===== src/rtl/xbus_pkg.sv =====
package xbus_pkg;

   typedef enum logic [2:0] {
      XK_IDLE  = 3'd0,
      XK_FETCH = 3'd1,
      XK_MOVC  = 3'd2,
      XK_RSVD  = 3'd3,
      XK_RD8   = 3'd4,
      XK_RD16  = 3'd5,
      XK_WR8   = 3'd6,
      XK_WR16  = 3'd7
   } xkind_e;

   // decoded per-cycle behaviour
   typedef struct packed {
      logic data;    // external data access
      logic wr;      // data write
      logic wide;    // 16-bit data address
      logic xfetch;  // external instruction fetch
      logic movc;    // table read from code space
      logic sup;     // address strobe quieted
   } xcyc_t;

   function automatic xcyc_t xcyc_decode(input logic [2:0] kind,
                                         input logic quiet,
                                         input logic ext);
      xcyc_t c;
      c.data   = kind[2];
      c.wr     = kind[2] & kind[1];
      c.wide   = kind[2] & kind[0];
      c.xfetch = (kind == XK_FETCH) & ext;
      c.movc   = (kind == XK_MOVC);
      c.sup    = quiet & ~ext;
      return c;
   endfunction

endpackage


===== src/rtl/xbus_phase.sv =====
module xbus_phase #(
   parameter  int STATE_CLKS = 2,
   localparam int CYC        = 6 * STATE_CLKS,
   localparam int PW         = $clog2(CYC + 1)
) (
   input  logic          clk,
   input  logic          rst,
   output logic [PW-1:0] phase,
   output logic [PW-1:0] phase_nxt,
   output logic          wrap,
   output logic          mc_sync
);

   localparam logic [PW-1:0] LAST = PW'(CYC - 1);

   always_comb begin
      wrap      = (phase == LAST);
      phase_nxt = wrap ? '0 : phase + 1'b1;
   end

   always_ff @(posedge clk) begin
      if (rst) begin
         phase   <= LAST;
         mc_sync <= 1'b1;
      end else begin
         phase   <= phase_nxt;
         mc_sync <= (phase_nxt == LAST);
      end
   end


   sync_single_chk: assert property (@(posedge clk) disable iff (rst)
      mc_sync |=> !mc_sync);

endmodule


===== src/rtl/xbus_req_latch.sv =====
module xbus_req_latch
   import xbus_pkg::*;
#(
   parameter int ADDR_W = 16,
   parameter int DATA_W = 8
) (
   input  logic              clk,
   input  logic              rst,
   input  logic              wrap,
   input  logic [2:0]        kind,
   input  logic              quiet,
   input  logic              ext,
   input  logic [ADDR_W-1:0] addr,
   input  logic [DATA_W-1:0] wdata,
   input  logic [DATA_W-1:0] p2,
   output xcyc_t             cyc_q,
   output xcyc_t             cyc_d,
   output logic [ADDR_W-1:0] addr_q,
   output logic [ADDR_W-1:0] addr_d,
   output logic [DATA_W-1:0] wd_q,
   output logic [DATA_W-1:0] wd_d,
   output logic [DATA_W-1:0] p2_q,
   output logic [DATA_W-1:0] p2_d
);

   xcyc_t cyc_in;

   always_comb begin
      cyc_in = xcyc_decode(kind, quiet, ext);
      cyc_d  = wrap ? cyc_in : cyc_q;
      addr_d = wrap ? addr   : addr_q;
      wd_d   = wrap ? wdata  : wd_q;
      p2_d   = wrap ? p2     : p2_q;
   end

   always_ff @(posedge clk) begin
      if (rst) begin
         cyc_q  <= xcyc_decode(XK_IDLE, 1'b0, 1'b0);
         addr_q <= '0;
         wd_q   <= '0;
         p2_q   <= '0;
      end else begin
         cyc_q  <= cyc_d;
         addr_q <= addr_d;
         wd_q   <= wd_d;
         p2_q   <= p2_d;
      end
   end

endmodule


===== src/rtl/xbus_pins.sv =====
module xbus_pins
   import xbus_pkg::*;
#(
   parameter  int STATE_CLKS = 2,
   parameter  int ADDR_W     = 16,
   parameter  int DATA_W     = 8,
   parameter  bit REG_PINS   = 1'b1,
   localparam int CYC        = 6 * STATE_CLKS,
   localparam int PW         = $clog2(CYC + 1)
) (
   input  logic              clk,
   input  logic              rst,
   input  logic [PW-1:0]     phase,
   input  logic [PW-1:0]     phase_nxt,
   input  xcyc_t             cyc_q,
   input  xcyc_t             cyc_d,
   input  logic [ADDR_W-1:0] addr_q,
   input  logic [ADDR_W-1:0] addr_d,
   input  logic [DATA_W-1:0] wd_q,
   input  logic [DATA_W-1:0] wd_d,
   input  logic [DATA_W-1:0] p2_q,
   input  logic [DATA_W-1:0] p2_d,
   output logic              ale,
   output logic              psen_n,
   output logic              rd_n,
   output logic              wr_n,
   output logic [DATA_W-1:0] ad_out,
   output logic              ad_oe,
   output logic [DATA_W-1:0] hi_out
);

   localparam int HALF_CLKS = 3 * STATE_CLKS;
   localparam logic [PW-1:0] T_ALE  = PW'(STATE_CLKS);
   localparam logic [PW-1:0] T_HALF = PW'(HALF_CLKS);
   localparam logic [PW-1:0] T_A2E  = PW'(HALF_CLKS + STATE_CLKS);
   localparam logic [PW-1:0] T_PSB  = PW'(STATE_CLKS + STATE_CLKS / 2);
   localparam logic [PW-1:0] T_PS2B = PW'(HALF_CLKS + STATE_CLKS + STATE_CLKS / 2);
   localparam logic [PW-1:0] T_STE  = PW'(4 * STATE_CLKS + STATE_CLKS / 2);
   localparam logic [PW-1:0] T_WDE  = PW'(5 * STATE_CLKS + STATE_CLKS / 2);

   logic [PW-1:0]     ph;
   xcyc_t             c;
   logic [ADDR_W-1:0] a, a_inc;
   logic [DATA_W-1:0] w, p;
   logic in_a1, in_a2, psw1, psw2, stb_w, wd_w, ale_h1, ale_h2;
   logic              n_ale, n_psen_n, n_rd_n, n_wr_n, n_oe;
   logic [DATA_W-1:0] n_ad, n_hi;

   always_comb begin
      ph     = REG_PINS ? phase_nxt : phase;
      c      = REG_PINS ? cyc_d     : cyc_q;
      a      = REG_PINS ? addr_d    : addr_q;
      w      = REG_PINS ? wd_d      : wd_q;
      p      = REG_PINS ? p2_d      : p2_q;
      a_inc  = a + 1'b1;

      in_a1  = (ph < T_ALE);
      in_a2  = (ph >= T_HALF) && (ph < T_A2E);
      psw1   = (ph >= T_PSB) && (ph < T_HALF);
      psw2   = (ph >= T_PS2B);
      stb_w  = (ph >= T_PSB) && (ph < T_STE);
      wd_w   = (ph >= T_ALE) && (ph < T_WDE);

      ale_h1 = c.data | c.movc | ~c.sup;
      ale_h2 = ~c.data & (c.movc | ~c.sup);

      n_ale    = (in_a1 & ale_h1) | (in_a2 & ale_h2);
      n_psen_n = ~((c.xfetch & (psw1 | psw2)) | (c.movc & psw1));
      n_rd_n   = ~(c.data & ~c.wr & stb_w);
      n_wr_n   = ~(c.data &  c.wr & stb_w);

      n_oe = 1'b0;
      n_ad = '0;
      n_hi = p;
      if (c.data) begin
         if (c.wide) n_hi = a[ADDR_W-1 -: DATA_W];
         if (in_a1) begin
            n_oe = 1'b1;
            n_ad = a[DATA_W-1:0];
         end else if (c.wr && wd_w) begin
            n_oe = 1'b1;
            n_ad = w;
         end
      end else if (c.xfetch) begin
         n_hi = (ph < T_HALF) ? a[ADDR_W-1 -: DATA_W] : a_inc[ADDR_W-1 -: DATA_W];
         if (in_a1) begin
            n_oe = 1'b1;
            n_ad = a[DATA_W-1:0];
         end else if (in_a2) begin
            n_oe = 1'b1;
            n_ad = a_inc[DATA_W-1:0];
         end
      end else if (c.movc) begin
         n_hi = a[ADDR_W-1 -: DATA_W];
         if (in_a1) begin
            n_oe = 1'b1;
            n_ad = a[DATA_W-1:0];
         end
      end
   end

   generate
      if (REG_PINS) begin : g_reg
         always_ff @(posedge clk) begin
            if (rst) begin
               ale    <= 1'b0;
               psen_n <= 1'b1;
               rd_n   <= 1'b1;
               wr_n   <= 1'b1;
               ad_oe  <= 1'b0;
               ad_out <= '0;
               hi_out <= '0;
            end else begin
               ale    <= n_ale;
               psen_n <= n_psen_n;
               rd_n   <= n_rd_n;
               wr_n   <= n_wr_n;
               ad_oe  <= n_oe;
               ad_out <= n_ad;
               hi_out <= n_hi;
            end
         end
      end else begin : g_comb
         always_comb begin
            ale    = n_ale;
            psen_n = n_psen_n;
            rd_n   = n_rd_n;
            wr_n   = n_wr_n;
            ad_oe  = n_oe;
            ad_out = n_ad;
            hi_out = n_hi;
         end
      end
   endgenerate


   rd_wr_excl_chk: assert property (@(posedge clk) disable iff (rst)
      !(!rd_n && !wr_n));


   code_data_excl_chk: assert property (@(posedge clk) disable iff (rst)
      !psen_n |-> (rd_n && wr_n));


   bus_float_chk: assert property (@(posedge clk) disable iff (rst)
      (!psen_n || !rd_n) |-> !ad_oe);


   ale_min_width_chk: assert property (@(posedge clk) disable iff (rst)
      $rose(ale) |=> ale);


   ale_strobe_gap_chk: assert property (@(posedge clk) disable iff (rst)
      ale |-> (psen_n && rd_n && wr_n));

endmodule


===== src/rtl/xbus_capture.sv =====
module xbus_capture #(
   parameter  int STATE_CLKS = 2,
   parameter  int DATA_W     = 8,
   localparam int CYC        = 6 * STATE_CLKS,
   localparam int PW         = $clog2(CYC + 1)
) (
   input  logic              clk,
   input  logic              rst,
   input  logic [PW-1:0]     phase,
   input  logic              data_rd,
   input  logic              xfetch,
   input  logic              movc,
   input  logic [DATA_W-1:0] ad_in,
   output logic [DATA_W-1:0] rbyte,
   output logic              rbyte_vld
);

   localparam logic [PW-1:0] C_DATA = PW'(4 * STATE_CLKS + STATE_CLKS / 2 - 1);
   localparam logic [PW-1:0] C_CODE1 = PW'(3 * STATE_CLKS - 1);
   localparam logic [PW-1:0] C_CODE2 = PW'(CYC - 1);

   logic take;

   always_comb begin
      take = (data_rd && phase == C_DATA)
           || ((xfetch || movc) && phase == C_CODE1)
           || (xfetch && phase == C_CODE2);
   end

   always_ff @(posedge clk) begin
      if (rst) begin
         rbyte     <= '0;
         rbyte_vld <= 1'b0;
      end else begin
         rbyte_vld <= take;
         if (take) rbyte <= ad_in;
      end
   end


   vld_gap_chk: assert property (@(posedge clk) disable iff (rst)
      rbyte_vld |=> !rbyte_vld);

endmodule


===== src/rtl/xbus_sequencer.sv =====
module xbus_sequencer
   import xbus_pkg::*;
#(
   parameter  int STATE_CLKS = 2,
   parameter  int DATA_W     = 8,
   parameter  int ADDR_W     = 16,
   parameter  bit REG_PINS   = 1'b1,
   localparam int CYC        = 6 * STATE_CLKS,
   localparam int PW         = $clog2(CYC + 1)
) (
   input  logic              clk,
   input  logic              rst,
   input  logic              ext_exec,
   input  logic              ale_quiet,
   input  logic [2:0]        req_kind,
   input  logic [ADDR_W-1:0] req_addr,
   input  logic [DATA_W-1:0] req_wdata,
   input  logic [DATA_W-1:0] port_hi_latch,
   input  logic [DATA_W-1:0] ad_in,
   output logic              mc_sync,
   output logic              ale,
   output logic              psen_n,
   output logic              rd_n,
   output logic              wr_n,
   output logic [DATA_W-1:0] ad_out,
   output logic              ad_oe,
   output logic [DATA_W-1:0] hi_out,
   output logic [DATA_W-1:0] rbyte,
   output logic              rbyte_vld
);

   generate
      if (STATE_CLKS < 2 || (STATE_CLKS % 2) != 0) begin : g_bad_state
         $error("STATE_CLKS must be even and at least 2");
      end
      if (ADDR_W != 2 * DATA_W) begin : g_bad_addr
         $error("ADDR_W must be twice DATA_W");
      end
   endgenerate

   logic [PW-1:0]     phase, phase_nxt;
   logic              wrap;
   xcyc_t             cyc_q, cyc_d;
   logic [ADDR_W-1:0] addr_q, addr_d;
   logic [DATA_W-1:0] wd_q, wd_d, p2_q, p2_d;

   xbus_phase #(.STATE_CLKS(STATE_CLKS)) u_phase (
      .clk(clk), .rst(rst), .phase(phase), .phase_nxt(phase_nxt),
      .wrap(wrap), .mc_sync(mc_sync)
   );

   xbus_req_latch #(.ADDR_W(ADDR_W), .DATA_W(DATA_W)) u_req (
      .clk(clk), .rst(rst), .wrap(wrap), .kind(req_kind),
      .quiet(ale_quiet), .ext(ext_exec), .addr(req_addr),
      .wdata(req_wdata), .p2(port_hi_latch),
      .cyc_q(cyc_q), .cyc_d(cyc_d), .addr_q(addr_q), .addr_d(addr_d),
      .wd_q(wd_q), .wd_d(wd_d), .p2_q(p2_q), .p2_d(p2_d)
   );

   xbus_pins #(.STATE_CLKS(STATE_CLKS), .ADDR_W(ADDR_W), .DATA_W(DATA_W),
               .REG_PINS(REG_PINS)) u_pins (
      .clk(clk), .rst(rst), .phase(phase), .phase_nxt(phase_nxt),
      .cyc_q(cyc_q), .cyc_d(cyc_d), .addr_q(addr_q), .addr_d(addr_d),
      .wd_q(wd_q), .wd_d(wd_d), .p2_q(p2_q), .p2_d(p2_d),
      .ale(ale), .psen_n(psen_n), .rd_n(rd_n), .wr_n(wr_n),
      .ad_out(ad_out), .ad_oe(ad_oe), .hi_out(hi_out)
   );

   xbus_capture #(.STATE_CLKS(STATE_CLKS), .DATA_W(DATA_W)) u_cap (
      .clk(clk), .rst(rst), .phase(phase),
      .data_rd(cyc_q.data & ~cyc_q.wr), .xfetch(cyc_q.xfetch),
      .movc(cyc_q.movc), .ad_in(ad_in),
      .rbyte(rbyte), .rbyte_vld(rbyte_vld)
   );

endmodule


===== config.mk =====
export PLATFORM = sky130hd
export DESIGN_NAME = xbus_sequencer
export DESIGN_NICKNAME = d
export VERILOG_FILES = /design/src/rtl/xbus_pkg.sv /design/src/rtl/xbus_phase.sv /design/src/rtl/xbus_req_latch.sv /design/src/rtl/xbus_pins.sv /design/src/rtl/xbus_capture.sv /design/src/rtl/xbus_sequencer.sv
export SDC_FILE = /design/constraint.sdc
export NUM_CORES = 1
export LEC_CHECK = 0
export ABC_AREA = 1
export BUFFER_PORTS_ARGS = -buffer_cell sky130_fd_sc_hd__buf_2
export CAP_MARGIN = 40
export CORE_UTILIZATION = 55
export CTS_BUF_LIST = sky130_fd_sc_hd__clkbuf_16
export CTS_CLUSTER_DIAMETER = 150
export DETAILED_ROUTE_END_ITERATION = 12
export PLACE_DENSITY = 0.8
export SYNTH_ARGS = -nofsm -noshare
export SYNTH_HDL_FRONTEND = slang
export SYNTH_SLANG_ARGS = --single-unit

===== constraint.sdc =====
create_clock -name clk -period 2.35 [get_ports clk]
set_input_delay 0.47 -clock clk [delete_from_list [all_inputs] [get_ports clk]]
set_output_delay 0.47 -clock clk [all_outputs]
set_load 0.01 [all_outputs]

==> reports/metrics.yaml <==
clock_tree:
  worst_skew_pair.late_latency_ns: 0.33
  clockBufferDepth: 2
  cts-root-buf: "clkbuf_16"
  path_clk_slew_ns: 0.06
  cts.sinks: 73
  cts_tree: "yes"
  cts_max_level: 3
  numCtsBuffers: 9
logic_synthesis:
  synthArstFlopShare_pct: 0
  ys_types: 45
  synth_seq_area_share_pct: 37.3
  netlist_area_um2: 3920
  syn_inst: 561
  synth_edf_count: 0
  synth.net_count: 613
  yosys_warnings: 0
  synth_seq_cells: 73
  synth.avg_cell_area_um2: 6.98
  synth-main-ff-cell: "dfxtp_1"
outcome:
  outcome: "completed"
worst_setup_path:
  cp-end-kind: "flip-flop"
  critPathArrivalTime_ns: 2.44
  r2r_cells: 13
  critPathMaxStageDelay_ns: 0.37
  crit_type: "flip-flop to flip-flop"
  critPathLaunchType: "flip-flop"
  worst-path-max-fanout: 13
  path_buf_inv: 1
  crit_chain: "ha_2, buf_6, nand4_1, nand2_2, ha_2, nand3_1, nor2_2, nand2_1, nor2_4, nand2_1, nand2_1, nand3_1, a21oi_1"
  cp.required_ns: 2.61
  cpLargestDelayFamily: "simple AND/OR/NAND/NOR gates"
  cp_common_cell: "nand2_1"
  regToRegSetupSlack_ns: 0.17
  timing.rr.end: "u_pins.hi_out[6]$_SDFF_PP0_"
  r2r_start: "u_phase.phase[0]$_SDFF_PP1_"
  slowest_stage: "dfxtp_2"
layout:
  final_area_um2: 4720
  drive_above_1_share_pct: 25.4
  layout.nets: 693
  stdcell_count: 742
  syn2layout_area_growth_pct: 20.4
  insertedDiodeCount: 0
  postLayoutCoreUtil_pct: 69.0
timing:
  fmax_mhz: 459
  rsz0062_at_grt: "true"
  setup_viol: 0
  drv_slew: 0
  hold_violations: 0
  max_slew_margin_pct: 53.4
  hold_ws_ns: 0.369
  min_period_ns: 2.18
  period_share_pct: 92.7
  tightestPinTransition_ns: 0.698
  worst_clock_skew_ns: 0.00309
global_route:
  met3_usage_pct: 4.29
  grt_max_degree: 43
  use_met1_pct: 37.8
  grt_usage_pct: 29.3
  grt_pass1_wl_um: 17200
  antenna_found_initial: 0
  use_met2_pct: 49.9
  overflow: 0
  gr-max-usage-layer: "met2"
  grt_pass1_vias: 3764
pwr:
  leakage_nw: 2.23
  power_per_cell_area_nw_per_um2: 1010
  ir_drop_mv: 0.585
die:
  die_area_um2: 7460
  fp-row-count: 30
  start_util_pct: 57.3
  boundaryPins: 78
  die_y_um: 86.4
  die_w_um: 86.4
  core_area_um2: 6830
place:
  hpwl_um: 7440
  place_inst: 724
  port_buffers: 77
  gp_congestion: 0.899
  place_area_um2: 4370
worst_hold_path:
  hold_depth: 3
  hold_end: "u_cap.rbyte[0]$_SDFFE_PP0P_"
  min-delay-path-class: "primary input to flip-flop"
  hp-start: "ad_in[0]"
route:
  via_per_inst: 5.40
  vias: 4008
  drtIter0Drc: 281
  firstDrtPassIters: 5
  drc: 0
  final_antenna_net_count: 0
  finalWirelength_um: 10400
  wl_per_cell_um: 14.0
flow_run:
  cap_violations: 0
==> repair_timing <==
item | in CTS | in global routing
buffers inserted | 0 | 2
endpoints found under the setup margin | 0 | 16
hold buffers | 0 | 0
resized for setup | 0 | 12
==> report_power, final <==
group	internal, mW	total, mW	switching (mW)	leakage (nW)
combinational	0.626	1.88	1.25	1.49
clock	0.819	1.35	0.534	0.137
sequential	1.45	1.53	0.0749	0.599
==> tightest hold or removal path, cell delays in order <==
cell and delay (ns):
buf_2 0.09, inv_1 0.04, a21oi_1 0.05
==> layer usage <==
layer | wire [um] | vias up
met2 | 4860 | 177
met4 | 199 | 0
met1 | 4680 | 1829
met3 | 670 | 22
met5 | 0 | -
li1 | - | 1980
==> layout make-up <==
| type | count | area, um2 |
|---|---|---|
| inverters | 69 | 274 |
| repair buffers | 93 | 522 |
| fillers | 600 | 2110 |
| clock buffers | 9 | 225 |
| well taps | 96 | 120 |
| flip-flops and latches | 73 | 1470 |
| multi-input cells | 395 | 2040 |
| clock inverters | 7 | 71.3 |
==> synth_stat cells, types with 6 or more instances <==
master / n / share of area, %
clkbuf_1: 8 / 0.77
nand4_1: 10 / 1.6
nor2_1: 51 / 4.9
o21ai_0: 54 / 6.9
a21oi_1: 43 / 5.5
nand2_1: 123 / 12
nand3_1: 37 / 4.7
inv_2: 6 / 0.58
nand2_2: 13 / 2.1
dfxtp_1: 73 / 37
inv_1: 60 / 5.8
o21ai_1: 13 / 1.7
==> flip-flops by register name, indices dropped and copies added, names as in the netlist <==
| name | count |
|---|---|
| u_pins.hi_out | 8 |
| u_phase.phase | 4 |
| u_cap.rbyte_vld | 1 |
| u_req.cyc_q | 6 |
| u_pins.ad_out | 8 |
| u_cap.rbyte | 8 |
| u_req.addr_q | 16 |
| u_req.wd_q | 8 |
| u_pins.psen_n | 1 |
| u_pins.rd_n | 1 |
| u_phase.mc_sync | 1 |
| u_pins.ad_oe | 1 |
| u_pins.wr_n | 1 |
| u_pins.ale | 1 |
| u_req.p2_q | 8 |
==> placed cells by master (no fill, tap or decap), types with 3 or more instances in the layout <==
cell and instances:
a21boi_1 4, a21oi_1 43, buf_2 77, buf_4 14, clkbuf_16 9, clkinvlp_4 3
dfxtp_1 70, dfxtp_2 3, ha_1 3, inv_1 60, inv_2 4, inv_4 4
nand2_1 123, nand2_2 13, nand2_4 4, nand3_1 37, nand4_1 10, nor2_1 51
nor2_2 5, nor2_4 3, o21ai_0 54, o21ai_1 13, o21ai_2 4, or2_2 4
==> cell families (layout without fill, tap and decap cells) <==
| group | Yosys count | in the layout | synth area share (%) |
|---|---|---|---|
| AO/OA/AOI/OAI | 128 | 128 | 17.9 |
| adder cells (fa/ha/maj) | 5 | 5 | 1.60 |
| buffers and inverters | 93 | 178 | 11.1 |
| flip-flops | 73 | 73 | 37.3 |
| multiplexers | 2 | 2 | 0.511 |
| AND/OR/NAND/NOR | 260 | 260 | 31.6 |
==> worst max-delay path by stage <==
stage | start | end | slack [ns] | depth (start not counted)
floorplan | u_phase.phase[0]$_SDFF_PP1_ | u_pins.hi_out[6]$_SDFF_PP0_ | 0.32 | 13
global placement | u_phase.phase[0]$_SDFF_PP1_ | u_pins.hi_out[6]$_SDFF_PP0_ | 0.1 | 13
detailed placement | u_phase.phase[0]$_SDFF_PP1_ | u_pins.hi_out[2]$_SDFF_PP0_ | 0.02 | 13
CTS | u_phase.phase[0]$_SDFF_PP1_ | u_pins.hi_out[6]$_SDFF_PP0_ | 0.01 | 13
global route | u_phase.phase[0]$_SDFF_PP1_ | u_pins.hi_out[6]$_SDFF_PP0_ | -0.04 | 13
finish | u_phase.phase[0]$_SDFF_PP1_ | u_pins.hi_out[6]$_SDFF_PP0_ | 0.17 | 13
==> metrics by stage <==
step           TNS (ns)  power [mW]  setup slack (ns)
6_report              0        4.76             0.171
5_1_grt         -0.0405        5.03           -0.0356
4_1_cts               0        4.71            0.0120
3_5_place_dp          0        3.35            0.0248
3_3_place_gp          0        3.31            0.0973
2_1_floorplan         0        2.90             0.323
(Power assumes the default switching activity.)
